**src/rtl/gpx_pkg.sv**
```systemverilog
// Shared types and sizes for the serial GPIO expander.
// Assumes byte-wide serial transfers and a 3-bit register pointer.
package gpx_pkg;
    localparam int BYTE_W = 8;
    localparam int PTR_W  = 3;

    typedef enum logic [3:0] {
        ST_IDLE,
        ST_ADDR,
        ST_ADDR_ACK,
        ST_CMD,
        ST_CMD_ACK,
        ST_WDATA,
        ST_WDATA_ACK,
        ST_RDATA,
        ST_RD_ACK,
        ST_IGNORE
    } bus_state_t;
endpackage

```
**src/rtl/gpx_line_filter.sv**
```systemverilog
// Synchronizes one serial line and passes a new level only after it has
// held for STABLE_CYC clocks. Assumes an idle-high line (reset value 1).
module gpx_line_filter #(
    parameter int STABLE_CYC = 4
) (
    input  logic clk,
    input  logic rst_n,
    input  logic raw_i,
    output logic line_o
);
    localparam int CW = $clog2(STABLE_CYC + 1);

    logic          s1_q, s2_q;
    logic [CW-1:0] run_q;

    // two-flop synchronizer
    always_ff @(posedge clk) begin
        if (!rst_n) begin
            s1_q <= 1'b1;
            s2_q <= 1'b1;
        end else begin
            s1_q <= raw_i;
            s2_q <= s1_q;
        end
    end

    // accept a new level once it has been steady long enough
    always_ff @(posedge clk) begin
        if (!rst_n) begin
            line_o <= 1'b1;
            run_q  <= '0;
        end else if (s2_q == line_o) begin
            run_q <= '0;
        end else if (run_q == CW'(STABLE_CYC - 1)) begin
            line_o <= s2_q;
            run_q  <= '0;
        end else begin
            run_q <= run_q + 1'b1;
        end
    end


    filt_steady_chk: assert property (@(posedge clk) disable iff (!rst_n)
        !$stable(line_o) |-> ($past(s2_q) == line_o && $past(s2_q, 2) == line_o));
endmodule

```
**src/rtl/gpx_bus_engine.sv**
```systemverilog
// Serial target engine: START/STOP detection, address match, command
// pointer, write strobes and read shifting. Assumes filtered SCL/SDA
// and a bus clock far slower than clk.
module gpx_bus_engine
    import gpx_pkg::*;
#(
    parameter logic [6:0] DEV_ADDR = 7'h41
) (
    input  logic              clk,
    input  logic              rst_n,
    input  logic              scl,
    input  logic              sda,
    output logic              sda_oe,
    output logic              wr_en,
    output logic [BYTE_W-1:0] wr_data,
    output logic [PTR_W-1:0]  ptr,
    input  logic [BYTE_W-1:0] rd_data
);
    bus_state_t        state;
    logic [3:0]        bit_cnt;
    logic [BYTE_W-1:0] rx_sh, tx_sh;
    logic              rd_mode, nack_q, scl_q, sda_q;
    logic              scl_rise, scl_fall, start_det, stop_det, byte_end;

    assign scl_rise  = scl & ~scl_q;
    assign scl_fall  = ~scl & scl_q;
    assign start_det = scl & scl_q & sda_q & ~sda;
    assign stop_det  = scl & scl_q & ~sda_q & sda;
    assign byte_end  = scl_fall && (bit_cnt == 4'd8);

    // protocol sequencer
    always_ff @(posedge clk) begin
        if (!rst_n) begin
            state   <= ST_IDLE;
            bit_cnt <= '0;
            rx_sh   <= '0;
            tx_sh   <= '0;
            rd_mode <= 1'b0;
            nack_q  <= 1'b0;
            scl_q   <= 1'b1;
            sda_q   <= 1'b1;
            ptr     <= '0;
            wr_en   <= 1'b0;
            wr_data <= '0;
        end else begin
            scl_q <= scl;
            sda_q <= sda;
            wr_en <= 1'b0;
            if (start_det) begin
                state   <= ST_ADDR;
                bit_cnt <= '0;
            end else if (stop_det) begin
                state <= ST_IDLE;
            end else begin
                case (state)
                    ST_ADDR, ST_CMD, ST_WDATA: begin
                        if (scl_rise) begin
                            rx_sh   <= {rx_sh[BYTE_W-2:0], sda};
                            bit_cnt <= bit_cnt + 1'b1;
                        end else if (byte_end) begin
                            if (state == ST_ADDR) begin
                                if (rx_sh[7:1] == DEV_ADDR) begin
                                    rd_mode <= rx_sh[0];
                                    tx_sh   <= rd_data;
                                    state   <= ST_ADDR_ACK;
                                end else begin
                                    state <= ST_IGNORE;
                                end
                            end else if (state == ST_CMD) begin
                                ptr   <= rx_sh[PTR_W-1:0];
                                state <= ST_CMD_ACK;
                            end else begin
                                wr_en   <= 1'b1;
                                wr_data <= rx_sh;
                                state   <= ST_WDATA_ACK;
                            end
                        end
                    end
                    ST_ADDR_ACK: if (scl_fall) begin
                        bit_cnt <= '0;
                        state   <= rd_mode ? ST_RDATA : ST_CMD;
                    end
                    ST_CMD_ACK, ST_WDATA_ACK: if (scl_fall) begin
                        bit_cnt <= '0;
                        state   <= ST_WDATA;
                    end
                    ST_RDATA: begin
                        if (scl_rise) bit_cnt <= bit_cnt + 1'b1;
                        else if (byte_end) state <= ST_RD_ACK;
                        else if (scl_fall) tx_sh <= {tx_sh[BYTE_W-2:0], 1'b0};
                    end
                    ST_RD_ACK: begin
                        if (scl_rise) nack_q <= sda;
                        else if (scl_fall) begin
                            if (nack_q) state <= ST_IGNORE;
                            else begin
                                tx_sh   <= rd_data;
                                bit_cnt <= '0;
                                state   <= ST_RDATA;
                            end
                        end
                    end
                    default: ;
                endcase
            end
        end
    end

    // open-drain drive: acknowledge slots and read data bits
    always_comb begin
        case (state)
            ST_ADDR_ACK, ST_CMD_ACK, ST_WDATA_ACK: sda_oe = 1'b1;
            ST_RDATA:                              sda_oe = ~tx_sh[BYTE_W-1];
            default:                               sda_oe = 1'b0;
        endcase
    end


    sda_move_low_chk: assert property (@(posedge clk) disable iff (!rst_n)
        !$stable(sda_oe) |-> !scl);


    addr_miss_chk: assert property (@(posedge clk) disable iff (!rst_n)
        (state == ST_ADDR && byte_end && !start_det && !stop_det && rx_sh[7:1] != DEV_ADDR) |=> !sda_oe);


    nack_release_chk: assert property (@(posedge clk) disable iff (!rst_n)
        (state == ST_RD_ACK && scl_fall && nack_q && !start_det && !stop_det) |=> !sda_oe);
endmodule

```
**src/rtl/gpx_port_regs.sv**
```systemverilog
// Pin-side register set: output latch, inversion mask, direction control
// and synchronized pin sampling. Assumes one write strobe per data byte.
module gpx_port_regs
    import gpx_pkg::*;
#(
    parameter int NPIN = 4
) (
    input  logic              clk,
    input  logic              rst_n,
    input  logic              wr_en,
    input  logic [BYTE_W-1:0] wr_data,
    input  logic [PTR_W-1:0]  ptr,
    output logic [BYTE_W-1:0] rd_data,
    input  logic [NPIN-1:0]   pin_in,
    output logic [NPIN-1:0]   pin_out,
    output logic [NPIN-1:0]   pin_oe
);
    localparam int PAD = BYTE_W - NPIN;

    logic [NPIN-1:0] out_q, inv_q, dir_q, pin_s1, pin_s2;
    logic            unused_hi;

    assign unused_hi = ^wr_data[BYTE_W-1:NPIN];

    // pin input synchronizer
    always_ff @(posedge clk) begin
        if (!rst_n) begin
            pin_s1 <= '1;
            pin_s2 <= '1;
        end else begin
            pin_s1 <= pin_in;
            pin_s2 <= pin_s1;
        end
    end

    // register writes selected by the pointer
    always_ff @(posedge clk) begin
        if (!rst_n) begin
            out_q <= '1;
            inv_q <= '0;
            dir_q <= '1;
        end else if (wr_en) begin
            case (ptr)
                3'd1:    out_q <= wr_data[NPIN-1:0];
                3'd2:    inv_q <= wr_data[NPIN-1:0];
                3'd3:    dir_q <= wr_data[NPIN-1:0];
                default: ;
            endcase
        end
    end

    // read multiplexer with fixed upper bits
    always_comb begin
        case (ptr)
            3'd0:    rd_data = {{PAD{1'b1}}, pin_s2 ^ inv_q};
            3'd1:    rd_data = {{PAD{1'b1}}, out_q};
            3'd2:    rd_data = {{PAD{1'b0}}, inv_q};
            3'd3:    rd_data = {{PAD{1'b1}}, dir_q};
            default: rd_data = '0;
        endcase
    end

    for (genvar i = 0; i < NPIN; i++) begin : g_pin
        assign pin_oe[i]  = ~dir_q[i];
        assign pin_out[i] = out_q[i];
    end


    ro_input_chk: assert property (@(posedge clk) disable iff (!rst_n)
        (wr_en && ptr == 3'd0) |=> ($stable(pin_out) && $stable(pin_oe) && $stable(inv_q)));


    bad_cmd_chk: assert property (@(posedge clk) disable iff (!rst_n)
        (wr_en && ptr[2]) |=> ($stable(pin_out) && $stable(pin_oe) && $stable(inv_q)));
endmodule

```
**src/rtl/gpx_i2c_expander.sv**
```systemverilog
// Top of the serial GPIO expander: two line filters, the bus engine and
// the pin register set. Assumes clk is many times faster than SCL.
module gpx_i2c_expander
    import gpx_pkg::*;
#(
    parameter logic [6:0] DEV_ADDR = 7'h41,
    parameter int         NPIN     = 4,
    parameter int         FILT_CYC = 4
) (
    input  logic            clk,
    input  logic            rst_n,
    input  logic            scl_i,
    input  logic            sda_i,
    output logic            sda_oe_o,
    input  logic [NPIN-1:0] pin_in,
    output logic [NPIN-1:0] pin_out,
    output logic [NPIN-1:0] pin_oe
);
    logic              scl_f, sda_f, wr_en;
    logic [BYTE_W-1:0] wr_data, rd_data;
    logic [PTR_W-1:0]  ptr;

    gpx_line_filter #(.STABLE_CYC(FILT_CYC)) u_scl_filt (
        .clk(clk), .rst_n(rst_n), .raw_i(scl_i), .line_o(scl_f));

    gpx_line_filter #(.STABLE_CYC(FILT_CYC)) u_sda_filt (
        .clk(clk), .rst_n(rst_n), .raw_i(sda_i), .line_o(sda_f));

    gpx_bus_engine #(.DEV_ADDR(DEV_ADDR)) u_engine (
        .clk(clk), .rst_n(rst_n), .scl(scl_f), .sda(sda_f), .sda_oe(sda_oe_o),
        .wr_en(wr_en), .wr_data(wr_data), .ptr(ptr), .rd_data(rd_data));

    gpx_port_regs #(.NPIN(NPIN)) u_regs (
        .clk(clk), .rst_n(rst_n), .wr_en(wr_en), .wr_data(wr_data), .ptr(ptr),
        .rd_data(rd_data), .pin_in(pin_in), .pin_out(pin_out), .pin_oe(pin_oe));
endmodule

```
**config.mk**
```make
export PLATFORM = sky130hd
export DESIGN_NAME = gpx_i2c_expander
export DESIGN_NICKNAME = d
export VERILOG_FILES = /design/src/rtl/gpx_pkg.sv /design/src/rtl/gpx_line_filter.sv /design/src/rtl/gpx_bus_engine.sv /design/src/rtl/gpx_port_regs.sv /design/src/rtl/gpx_i2c_expander.sv
export SDC_FILE = /design/constraint.sdc
export NUM_CORES = 1
export LEC_CHECK = 0
export BUFFER_PORTS_ARGS = -buffer_cell sky130_fd_sc_hd__buf_2
export CAP_MARGIN = 30
export CORE_AREA = 2 2 73 75
export DETAILED_ROUTE_END_ITERATION = 6
export DIE_AREA = 0 0 75 77
export GPL_TIMING_DRIVEN = 0
export PLACE_DENSITY = 0.8
export SLEW_MARGIN = 0
export SYNTH_ARGS = -nofsm -noshare
export SYNTH_HDL_FRONTEND = slang
export SYNTH_SLANG_ARGS = --single-unit
```
**constraint.sdc**
```tcl
create_clock -name clk -period 4.41 [get_ports clk]
set_input_delay 0.6615 -clock clk [delete_from_list [all_inputs] [get_ports clk]]
set_output_delay 0.6615 -clock clk [all_outputs]
set_load 0.01 [all_outputs]
```
; After elaboration in Yosys (flattened, before gate mapping)
; Index checks and enable logic that the tools add are counted.
[totals]
mem_bits_rw = 0
wordCells = 160
mem_bits_ro = 0
input_bits = 8
latchBits = 0
memories = 0
out_inout_bits = 9
ff_bits = 68
[op_classes]
n_mux = 36
reduce_logical = 29
n_div = 0
magnitude_cmp = 0
shifts = 0
multipliers = 0
n_eq_ne = 40
addsub = 3
bitwise = 27
[op_table]
columns = op, count
row1 = 8-bit two-way mux, 10
row2 = 4-bit two-way mux, 16
row3 = 8-bit case mux with 4 select lines, 1
row4 = 7-bit AND reduction, 4
row5 = 8-bit case mux with 3 select lines, 1
row6 = "2-bit by 1-bit inequality test with 1-bit output, second input constant", 10
row7 = "4-bit by 1-bit inequality test with 1-bit output, second input constant", 5
row8 = 4-bit case mux with 5 select lines, 1
row9 = 1-bit inverter, 19
row10 = 9-bit AND reduction, 2
row11 = "4-bit by 3-bit equality test with 1-bit output, second input constant", 4
row12 = 3-bit OR reduction, 5
row13 = 13-bit AND reduction, 1
row14 = "3-bit by 2-bit equality test with 1-bit output, second input constant", 4
row15 = "4-bit inequality test, second input constant", 3
row16 = 4-bit case mux with 3 select lines, 1
row17 = "2-bit inequality test, second input constant", 5
row18 = 2-bit AND reduction, 5
row19 = "4-bit by 2-bit equality test with 1-bit output, second input constant", 2
row20 = "4-bit equality test, second input constant", 2
row21 = 4-bit AND reduction, 2
row22 = 1-bit AND, 7
row23 = "7-bit equality test, second input constant", 1
row24 = 7-bit nonzero test, 1
row25 = 17 further kinds, 23

; Longest topological paths before layout
; Gate-level depths: netlist of run 1.
[logic_depth]
ltp_word = 8
depth_mapped = 8
depth_no_buf = 7

; Hierarchy
; Synthesis of run 1 repeated with hierarchy kept, for this count alone.
[hier_totals]
hier_cells = 353
area_unflattened_um2 = 3365.7
[by_module_without_submodules]
columns = module, area_each_um2, seq_area_each_um2, instances, cells_each
row1 = gpx_bus_engine, 2048.2, 800.8, 1, 229
row2 = gpx_port_regs, 889.6, 400.4, 1, 90
row3 = gpx_line_filter, 214.0, 120.1, 2, 17

; Worst setup path after synthesis of run 1
; Ideal clock, no wire load.
[synth_path]
path_type = reg2out
from = register u_engine.state[2]
to = output port sda_oe_o
path_stages_with_launch = 6
n_path_buf = 2
t_arrival_ns = 1.275
slack_ns = 2.474
required_ns = 3.749
cell_sequence = dfxtp_1 clkbuf_1 nand2_1 clkbuf_1 o22a_1 nor2_1
[synth_via]
elab_chain_cells = 3
elab_cells_between_ends = 6
cone_classes = 4 x eq/ne / 1 x mux / 1 x reduce/logical
[synth_lines]
columns = item, line
row1 = start: declaration, gpx_bus_engine.sv:19  ; bus_state_t state;
row2 = start signal: assignment, gpx_bus_engine.sv:81  ; state <= rd_mode ? ST_RDATA : ST_CMD;
row3 = 4-bit by 2-bit equality test with 1-bit output or 4-bit by 3-bit equality test with 1-bit output (tied branches), gpx_bus_engine.sv:111  ; case (state)
row4 = 3-bit OR reduction (no source line), n/a
row5 = 1-bit case mux with 2 select lines (*), gpx_bus_engine.sv:111
row6 = end: declaration, gpx_i2c_expander.sv:14  ; output logic sda_oe_o,
; Mark *: on every way between the ends. The rest lies on a longest branch, timed or not.

; Worst setup path after layout of run 1
; Ends and elaborated chain as after synthesis.

==> out/qor.yml, run 1 <==
yosys:
  synthArstFlopShare_pct: 0
  syn-cell-area_sq_um: 3120
  synth-seq-area-share_pct: 43.6
  ys_ff_latch: 68
  ys.flop_type: "dfxtp_1"
  synth_nets: 363
  synth_cell_types: 47
  avgSynthCellArea_sq_um: 8.95
  synth-edff-count: 0
  ys.warnings.count: 0
  netlist_instances: 349
cts:
  clk_latency_ns: 0.34
  cts_hold_buf: 0
  cts_setup_buffers: 0
  clkTransAtPathRegs_ns: 0.07
  clockBufferDepth: 2
  cts_made_buffers: 9
  root_buffer: "clkbuf_8"
  ctsResizeCount: 0
  htreeDepth: 3
  cts.sinks: 68
  cts_tree: "done"
timing:
  whs_ns: 0.406
  timing.final.crit_period_ns: 2.62
  tightest_slew_ns: 0.772
  skew_ns: 0.00836
  min_period_over_period_pct: 59.4
  finalMaxSlewViolations: 0
  max_freq_mhz: 382
  fin_tns_setup_ns: 0
  max_slew_margin_pct: 47.8
  setup_viol: 0
  rsz0062_at_grt: "false"
  finalHoldViolCount: 0
setup_path:
  crit_path_start_kind: "flip-flop"
  cp.required_ns: 3.75
  path_delay_family: "buffers and inverters"
  cp_cell_sequence: "clkbuf_1, nand2_1, clkbuf_1, o22a_1, nor2_1, buf_2"
  cp.arrival_ns: 1.96
  crit_path_end_kind: "primary output"
  crit_buf_inv: 3
  timing.rr.start: "u_engine.state[0]$_SDFFE_PN0P_"
  crit_top_cell: "clkbuf_1"
  cpPeakStageDelay_ns: 0.39
  startpoint: "u_engine.state[2]$_SDFFE_PP0P_"
  critPathMaxFanout: 10
  worstSetupPathType: "flip-flop to primary output"
  cp_slowest_cell: "dfxtp_1"
place:
  portBuffers: 16
  dpl.hpwl_microns: 4580
  place_congestion: 0.885
  dp_cells: 435
die:
  coreArea_sq_um: 4980
  initial_core_util_pct: 62.8
  die_x_microns: 75
  ios: 17
  die-height_microns: 77
  dieArea_sq_um: 5780
  rows: 26
drt:
  vias_per_cell: 5.48
  ant_nets: 0
  wl_per_cell_microns: 14.4
  vias: 2466
  drtPass1Iterations: 4
  wirelength_microns: 6490
  drt_iter0_drc: 124
  drc_errors: 0
cells_and_area:
  syn_to_final_growth_pct: 13.7
  n_fill_cell: 398
  drive_gt1_share_pct: 11.8
  layout.nets: 390
  diodes: 0
  final_common_cell: "dfxtp_1"
  mostFrequentLayoutCells: "dfxtp_1, nand2_1, mux2i_1"
  fin_cells: 450
power:
  power.leakage_nw: 1.44
  vdd_ir_drop_max_mv: 0.263
  p_total_w: 0.00132
  power_density_nw_per_um2: 373
global_routing:
  grt_max_degree: 13
  grtUsageTotal_pct: 24.8
  grt_overflow_total: 0
  grt_pass1_vias: 2379
  grt_pass1_wl_microns: 10900
  antenna_found_initial: 0
outcome:
  status: "completed"
worst_hold_path:
  min_from: "u_sda_filt.s1_q$_SDFF_PN1_"
  hold_class: "flip-flop to flip-flop"
run:
  max_cap_violations: 0
==> cells by family after synthesis <==
kind of cell,Yosys count,share of synthesized area (%)
AO/OA/AOI/OAI,54,11.4
XOR/XNOR,7,1.96
adder cells (fa/ha/maj),6,2.40
buffers and inverters,30,3.96
flip-flops,68,43.6
multiplexers,34,11.0
AND/OR/NAND/NOR,150,25.7
==> cell type report <==
type                    count  area [sq um]  area share, %
clock inverters             6           138           3.87
plain buffers              20          86.3           2.43
flip-flops and latches     68          1360           38.3
well taps                  70          87.6           2.46
multi-input cells         251          1640           46.1
clock buffers               9           124           3.49
repair buffers             16          80.1           2.25
inverters                  10          37.5           1.06
==> layer usage <==
layer / share of wire (%) / GRT usage [%] / up-vias
li1: - / - / 1247
met1: 46 / 31.6 / 1162
met2: 49 / 40.4 / 46
met3: 3.6 / 4.73 / 11
met4: 1.6 / 10.2 / 0
met5: 0 / 0 / -
==> cell usage after synthesis, drive strengths merged (3+ instances only) <==
| master | instances | area, sq um |
|---|---|---|
| mux2i | 31 | 310 |
| buf | 5 | 30.0 |
| dfxtp | 68 | 1360 |
| or2 | 3 | 18.8 |
| nor2 | 15 | 58.8 |
| a21oi | 14 | 70.1 |
| o2111ai | 3 | 26.3 |
| o211ai | 4 | 30.0 |
| mux2 | 3 | 33.8 |
| nand2b | 21 | 131 |
| a31oi | 5 | 31.3 |
| inv | 10 | 37.5 |
| nor2b | 22 | 138 |
| nand3 | 11 | 55.1 |
| and2 | 3 | 18.8 |
| nand2 | 51 | 191 |
| o21ai | 9 | 45.0 |
| ha | 6 | 75.1 |
| clkbuf | 15 | 56.3 |
| o31ai | 3 | 22.5 |
| xnor2 | 5 | 43.8 |
| a21boi | 11 | 82.6 |
| nor3 | 3 | 15.0 |
| nand3b | 6 | 45.0 |
| nand4b | 3 | 26.3 |
==> power breakdown <==
group	leakage [nW]	internal, W	switching (W)
registers	0.551	0.000619	0.00000161
clock network	0.129	0.000432	0.000242
logic	0.762	0.0000129	0.0000169
==> sequential cells by signal, indices dropped and copies added, names as in the netlist, 3 cells and up <==
signal            cells
u_engine.tx_sh        8
u_regs.pin_s1         4
u_regs.pin_out        4
u_regs.pin_s2         4
u_regs.inv_q          4
u_engine.bit_cnt      4
u_engine.rx_sh        8
u_scl_filt.run_q      3
u_engine.state        4
u_engine.wr_data      4
u_regs.dir_q          4
u_sda_filt.run_q      3
u_engine.ptr          3
==> metrics by stage <==
step | worst slack (ns) | utilization [%] | cell area (sq um)
final | 1.79 | 71.4 | 3550
after global routing | 1.57 | 71.4 | 3550
after CTS | 1.81 | 71.4 | 3550
after detailed placement | 2.20 | 66.1 | 3290
after global placement | 2.21 | 66.1 | 3290
after floorplan | 2.47 | - | 3120
==> final timing paths <==
kind              cells after the start  slack [ns]                        endpoint
setup / recovery                      6        1.79                        sda_oe_o
hold / removal                        1        0.41      u_sda_filt.s2_q$_SDFF_PN1_
setup reg to reg                      7        2.33  u_engine.tx_sh[5]$_SDFFE_PN0P_
hold reg to reg                       1        0.41      u_sda_filt.s2_q$_SDFF_PN1_
(Power assumes the default switching activity.)
==> run 2, diff against run 1 <==
--- a/config.mk
+++ b/config.mk
@@ -5,13 +5,14 @@
 export SDC_FILE = /design/constraint.sdc
 export NUM_CORES = 1
 export LEC_CHECK = 0
+export ABC_AREA = 1
 export BUFFER_PORTS_ARGS = -buffer_cell sky130_fd_sc_hd__buf_2
 export CAP_MARGIN = 30
-export CORE_AREA = 2 2 73 75
+export CORE_AREA = 2 2 79 81
 export DETAILED_ROUTE_END_ITERATION = 6
-export DIE_AREA = 0 0 75 77
+export DIE_AREA = 0 0 81 83
 export GPL_TIMING_DRIVEN = 0
-export PLACE_DENSITY = 0.8
+export PLACE_DENSITY = 0.71
 export SLEW_MARGIN = 0
 export SYNTH_ARGS = -nofsm -noshare
 export SYNTH_HDL_FRONTEND = slang
==> constraint.sdc (replaced) <==
create_clock -name clk -period 2.4 [get_ports clk]
set_input_delay 0.36 -clock clk [delete_from_list [all_inputs] [get_ports clk]]
set_output_delay 0.36 -clock clk [all_outputs]
set_load 0.01 [all_outputs]
==> run 2 against run 1 <==
  * Combinational power grew to 45 times the previous value
  * Total power increased to 2.8 times the previous value
  * Final area is 2.6% lower
  * Clock power grew 48%
  * Count of clock-buffer cells in the layout increased by 1
  * Critical endpoint unchanged
==> out/qor.yml, run 2 <==
cts:
  ctsResizeCount: 0  # unchanged
  clockBufferDepth: 2  # unchanged
  cts_hold_buf: 0  # unchanged
  cts_tree: "done"  # unchanged
  clk_latency_ns: 0.35  # was 0.34 ns
  cts.sinks: 68  # unchanged
  clkTransAtPathRegs_ns: 0.07  # about the same
  cts_made_buffers: 9  # unchanged
  cts_setup_buffers: 0  # unchanged
  htreeDepth: 3  # unchanged
  root_buffer: "clkbuf_8"  # unchanged
place:
  place_congestion: 0.850  # was 0.885
  dpl.hpwl_microns: 4640  # was 4580 microns
  portBuffers: 16  # unchanged
setup_path:
  cp_slowest_cell: "dfxtp_1"  # unchanged
  worstSetupPathType: "flip-flop to primary output"  # unchanged
  worstRegToRegCells: 9  # was 7
  crit_path_end_kind: "primary output"  # unchanged
  critPathMaxFanout: 10  # unchanged
  path_delay_family: "buffers and inverters"  # unchanged
  cp.arrival_ns: 1.63  # was 1.96 ns
  crit_top_cell: "inv_2"  # was clkbuf_1
  crit_cells: 6  # unchanged
  cp_cell_sequence: "inv_2, nand2_1, nor2_4, inv_2, o21ai_0, buf_2"  # was clkbuf_1, nand2_1, clkbuf_1, o22a_1, nor2_1, buf_2
  crit_path_start_kind: "flip-flop"  # unchanged
  cp.required_ns: 2.04  # was 3.75 ns
  crit_buf_inv: 3  # unchanged
  cpPeakStageDelay_ns: 0.36  # was 0.39 ns
drt:
  ant_nets: 0  # unchanged
  drc_errors: 0  # unchanged
  drt_iter0_drc: 159  # was 124
  vias: 2673  # was 2466
  drtPass1Iterations: 4  # unchanged
  wl_per_cell_microns: 11.6  # was 14.4 microns
  vias_per_cell: 4.96  # was 5.48
  wirelength_microns: 6260  # was 6490 microns
die:
  die_x_microns: 81  # was 75 microns
  rows: 28  # was 26
  ios: 17  # unchanged
  die-height_microns: 83  # was 77 microns
  coreArea_sq_um: 5820  # was 4980 sq um
  initial_core_util_pct: 53.0  # was 62.8%
  dieArea_sq_um: 6720  # was 5780 sq um
power:
  switchingPower_w: 0.00140  # was 0.000261 W
  switching_share_pct: 38.1  # was 19.7%
  power.leakage_nw: 1.66  # was 1.44 nW
  vdd_ir_drop_max_mv: 0.881  # was 0.263 mV
  p_seq_share_pct: 36.0  # was 46.9%
  p_clk_share_pct: 27.3  # was 50.9%
  power_density_nw_per_um2: 1060  # was 373 nW/um^2
  power_frac_comb_pct: 36.8  # was 2.3%
  power.internal_w: 0.00227  # was 0.00106 W
worst_hold_path:
  hold_depth: 2  # was 1
  hold_class: "input port to flip-flop"  # was flip-flop to flip-flop
yosys:
  syn-cell-area_sq_um: 3080  # was 3120 sq um
  avgSynthCellArea_sq_um: 7.12  # was 8.95 sq um
  ys_ff_latch: 68  # unchanged
  synthArstFlopShare_pct: 0  # unchanged
  synth_area_leader_cell: "dfxtp_1"  # unchanged
  ys_top_cells_by_area: "dfxtp_1, nand2_1, nor2_1"  # was dfxtp_1, mux2i_1, nand2_1
  synth_cell_types: 27  # was 47
  yosysMostFrequentCell: "nand2_1"  # was dfxtp_1
  ys.warnings.count: 0  # unchanged
  yosysTopAreaCellShare_pct: 44.2  # was 43.6%
  netlist_instances: 433  # was 349
  synth-seq-area-share_pct: 44.2  # was 43.6%
  ys.flop_type: "dfxtp_1"  # unchanged
  synth_nets: 447  # was 363
  synth-edff-count: 0  # unchanged
  synth_common_cells: "nand2_1, dfxtp_1, nor2_1"  # was dfxtp_1, nand2_1, mux2i_1
global_routing:
  grt_pass1_wl_microns: 11000  # was 10900 microns
  grt_pass1_vias: 2564  # was 2379
  grt_overflow_total: 0  # unchanged
  grt_max_degree: 12  # was 13
  grtUsageTotal_pct: 20.9  # was 24.8%
  antenna_found_initial: 0  # unchanged
timing:
  finalMaxSlewViolations: 0  # unchanged
  rsz0062_at_grt: "false"  # unchanged
  max_slew_margin_pct: 61.9  # was 47.8%
  max_freq_mhz: 504
  finalHoldViolCount: 0  # unchanged
  setup_viol: 0  # unchanged
  fin_tns_setup_ns: 0  # unchanged
  min_period_over_period_pct: 82.7
  timing.final.crit_period_ns: 1.99
  tightest_slew_ns: 0.572  # was 0.772 ns
  skew_ns: 0.00645  # was 0.00836 ns
cells_and_area:
  final_common_cell: "nand2_1"  # was dfxtp_1
  n_fill_cell: 591  # was 398
  syn_to_final_growth_pct: 12.3  # was 13.7%
  layout.nets: 474  # was 390
  top_regs: "u_engine.rx_sh: 8 flops, u_engine.tx_sh: 8 flops"  # unchanged
  fin_util_pct: 59.5  # was 71.4%
  diodes: 0  # unchanged
  mostFrequentLayoutCells: "nand2_1, dfxtp_1, nor2_1"  # was dfxtp_1, nand2_1, mux2i_1
  drive_gt1_share_pct: 15.1  # was 11.8%
run:
  max_cap_violations: 0  # unchanged
outcome:
  status: "completed"  # unchanged
## run 2: cell types whose count changed after synthesis, sizes merged, moves of 21 or more
cell and change:
mux2i -31, inv +46, nor2 +54, o21ai +23
nand2 +44, nand2b -21, a21oi +28, nor2b -22
## run 2: final timing paths
| kind | startpoint | end | slack, ns |
|---|---|---|---|
| max | u_engine.state[3]$_SDFFE_PP0P_ | sda_oe_o | 0.41 |
| min | scl_i | u_scl_filt.s1_q$_SDFF_PN1_ | 0.20 |
| max reg2reg | u_engine.bit_cnt[0]$_SDFFE_PP0P_ | u_engine.wr_data[1]$_SDFFE_PN0P_ | 0.73 |
| min reg2reg | u_regs.pin_s1[3]$_SDFF_PN1_ | u_regs.pin_s2[3]$_SDFF_PN1_ | 0.41 |
## run 2: kinds of logic after synthesis
family | after synthesis | synth area share [%]
adders and majority gates | 6 | 2.44
buffers and inverters | 65 | 8.24
and+or+nand+nor | 210 | 30.6
AOI/OAI and AO/OA | 81 | 13.7
xor gates and xnor gates | 3 | 0.852
DFF | 68 | 44.2
## run 2: layout make-up
type                    count  area, sq um  share of cell area (%)
repair buffers             16         80.1                    2.31
clock buffers              10          128                    3.69
multi-input cells         300         1470                    42.4
clock inverters             5         77.6                    2.24
plain buffers               8         38.8                    1.12
well taps                  75         93.8                    2.71
flip-flops and latches     68         1360                    39.3
inverters                  57          215                    6.22
## run 2: worst reg2reg max path, cell delays in order, from the launching register on
cell and delay (ns):
dfxtp_1 0.34, inv_1 0.08, ha_1 0.14, nand2_1 0.06, nor2_1 0.09, nand2_1 0.12
inv_1 0.12, nand3_1 0.25, o21ai_0 0.27, a21oi_1 0.07
## run 2: per-stage QoR
step	hold WS [ns]	total power, W	area [sq um]	worst slack, ns	cells
global placement	0.394	0.00267	3260	0.749	524
detailed placement	0.400	0.00270	3260	0.726	524
CTS	0.186	0.00370	3460	0.388	539
finish	0.197	0.00367	3460	0.415	539
floorplan	0.393	0.00244	3080	0.952	433
global route	0.191	0.00396	3460	0.248	539
## run 2: power by group through the flow
stage	clock network (W)	logic (W)	registers (W)
4_1_cts	0.00102	0.00136	0.00132
2_1_floorplan	0	0.00112	0.00133
3_5_place_dp	0	0.00135	0.00135
5_1_grt	0.00106	0.00156	0.00133
3_3_place_gp	0	0.00133	0.00134
6_report	0.00100	0.00135	0.00132
## run 2: metal layers
layer  vias to the layer above  part of all wire (%)  track usage, %
met5                         -                     0               0
met3                         9                   4.2            5.98
li1                       1427                     -               -
met1                      1200                    47            25.7
met2                        37                    47            34.4
met4                         0                   1.6            7.09
==> run 3, diff against run 2 <==
==> constraint.sdc (replaced) <==
create_clock -name clk -period 1.7 [get_ports clk]
set_input_delay 0.255 -clock clk [delete_from_list [all_inputs] [get_ports clk]]
set_output_delay 0.255 -clock clk [all_outputs]
set_load 0.01 [all_outputs]
==> run 3 against run 2 <==
  * Clock power grew 41%
  * Clock skew is essentially flat
  * Sequential power grew 43%
  * Die area is the same
  * Count of clock-buffer cells in the layout is the same
  * Utilization grew 1.5 points
  * Cell count grew 0.93%
  * Critical path depth is the same
  * Final area grew 2.5%
==> out/qor.yml, run 3 (synthesis results as in run 2) <==
die:
  ios: 17  # unchanged
  initial_core_util_pct: 53.0  # unchanged
  die-height_microns: 83  # unchanged
  rows: 28  # unchanged
  dieArea_sq_um: 6720  # unchanged
  coreArea_sq_um: 5820  # unchanged
  die_x_microns: 81  # unchanged
drt:
  drtPass1Iterations: 4  # unchanged
  wirelength_microns: 6460  # was 6260 microns
  drc_errors: 0  # unchanged
  vias_per_cell: 5.00  # was 4.96
  wl_per_cell_microns: 11.9  # was 11.6 microns
  vias: 2721  # was 2673
  drt_iter0_drc: 96  # was 159
  ant_nets: 0  # unchanged
timing:
  rsz0062_at_grt: "false"  # unchanged
  skew_ns: 0.00634  # was 0.00645 ns
  min_period_over_period_pct: 93.2
  max_slew_margin_pct: 62.3  # was 61.9%
  finalMaxSlewViolations: 0  # unchanged
  finalHoldViolCount: 0  # unchanged
  setup_viol: 0  # unchanged
  fin_tns_setup_ns: 0  # unchanged
  timing.final.crit_period_ns: 1.58
  tightest_slew_ns: 0.566  # was 0.572 ns
  max_freq_mhz: 631
cts:
  cts_made_buffers: 9  # unchanged
  cts.sinks: 68  # unchanged
  htreeDepth: 3  # unchanged
  cts_tree: "done"  # unchanged
  clockBufferDepth: 2  # unchanged
  clk_latency_ns: 0.34  # was 0.35 ns
  clkTransAtPathRegs_ns: 0.07  # about the same
  root_buffer: "clkbuf_8"  # unchanged
  cts_hold_buf: 0  # unchanged
outcome:
  status: "completed"  # unchanged
cells_and_area:
  final_common_cell: "nand2_1"  # unchanged
  diodes: 0  # unchanged
  fin_util_pct: 61.0  # was 59.5%
  mostFrequentLayoutCells: "nand2_1, dfxtp_1, nor2_1"  # unchanged
  top_regs: "u_engine.rx_sh: 8 flops, u_engine.tx_sh: 8 flops"  # unchanged
  syn_to_final_growth_pct: 15.1  # was 12.3%
  fin_cells: 544  # was 539
  n_fill_cell: 583  # was 591
  layout.nets: 479  # was 474
  drive_gt1_share_pct: 19.8  # was 15.1%
setup_path:
  crit_path_start_kind: "flip-flop"  # unchanged
  worstSetupPathType: "flip-flop to primary output"  # unchanged
  critPathMaxFanout: 8  # was 10
  path_delay_family: "buffers and inverters"  # unchanged
  cp_slowest_cell: "dfxtp_1"  # unchanged
  cp.arrival_ns: 1.33  # was 1.63 ns
  cpPeakStageDelay_ns: 0.33  # was 0.36 ns
  crit_buf_inv: 3  # unchanged
  crit_path_end_kind: "primary output"  # unchanged
  cp_cell_sequence: "buf_6, nand2_2, nor2_4, inv_2, o21ai_1, buf_2"  # was inv_2, nand2_1, nor2_4, inv_2, o21ai_0, buf_2
  cp.required_ns: 1.44  # was 2.04 ns
  r2r_slack_ns: 0.12  # was 0.73 ns
global_routing:
  antenna_found_initial: 0  # unchanged
  grtUsageTotal_pct: 21.0  # was 20.9%
  grt_max_degree: 12  # unchanged
  grt_overflow_total: 0  # unchanged
  grt_pass1_vias: 2563  # was 2564
  grt_pass1_wl_microns: 11100  # was 11000 microns
power:
  power.leakage_nw: 1.69  # was 1.66 nW
  p_total_w: 0.00540  # was 0.00367 W
  vdd_ir_drop_max_mv: 1.27  # was 0.881 mV
  power_density_nw_per_um2: 1520  # was 1060 nW/um^2
place:
  portBuffers: 16  # unchanged
  place_congestion: 0.850  # unchanged
  dpl.hpwl_microns: 4640  # unchanged
  dp_cells: 524  # unchanged
run:
  max_cap_violations: 0  # unchanged
worst_hold_path:
  hold_class: "input port to flip-flop"  # unchanged
-- run 3: changes by cell type in the layout (fill, tap and decap cells not counted), sizes merged --
cell | previous run | this run
buf | 18 | 23
-- run 3: worst paths after layout --
kind / from / end / depth (start not counted)
worst max-delay path: u_engine.state[0]$_SDFFE_PN0P_ / sda_oe_o / 6
worst min-delay path: scl_i / u_scl_filt.s1_q$_SDFF_PN1_ / 2
worst max register to register: u_engine.state[3]$_SDFFE_PP0P_ / u_engine.tx_sh[7]$_SDFFE_PN0P_ / 10
worst min register to register: u_regs.pin_s1[3]$_SDFF_PN1_ / u_regs.pin_s2[3]$_SDFF_PN1_ / 1
-- run 3: metrics by stage --
step	area [sq um]	setup slack, ns	hold WS, ns
after detailed placement	3260	0.0860	0.400
after CTS	3480	0.0339	0.0814
after floorplan	3080	0.303	0.362
after global routing	3550	0.00355	0.0857
after global placement	3260	0.0492	0.394
final	3550	0.115	0.0943
-- run 3: where the power goes --
| part | switching, W | internal [W] |
|---|---|---|
| Clock | 0.000593 | 0.000813 |
| Sequential | 0.000118 | 0.00177 |
| Combinational | 0.00135 | 0.000754 |
| Total | 0.00206 | 0.00333 |
-- run 3: cell type report --
class	instances	area [sq um]	share of cell area (%)
Clock inverter	5	77.6	2.19
Inverter	57	215	6.07
Buffer	8	38.8	1.09
Sequential cell	68	1370	38.7
Tap cell	75	93.8	2.65
Timing Repair Buffer	21	118	3.32
Multi-Input combinational cell	300	1510	42.4
Clock buffer	10	128	3.60
-- run 3: timing repair --
action / 4_1_cts / 5_1_grt
hold endpoints to repair: 0 / 0
setup buffers: 2 / 3
endpoints found under the setup margin: 1 / 18
pin swaps: 1 / 7
gates resized for setup: 1 / 22
-- run 3: per-layer routing --
layer | vias up | wire, microns | track usage, %
li1 | 1440 | - | -
met1 | 1233 | 3000 | 26.1
met2 | 37 | 3100 | 34.4
met3 | 11 | 252 | 5.98
met4 | 0 | 112 | 7.09
met5 | - | 0 | 0
-- run 3: worst reg2reg max path, stage by stage (launching register included) --
cell and delay (ns):
dfxtp_2 0.35, inv_2 0.07, buf_4 0.15, nand2_1 0.13, nand2_2 0.12, nand3_1 0.14
nor2_4 0.21, buf_4 0.14, nand3_1 0.06, nand2_1 0.07, nor2_1 0.05
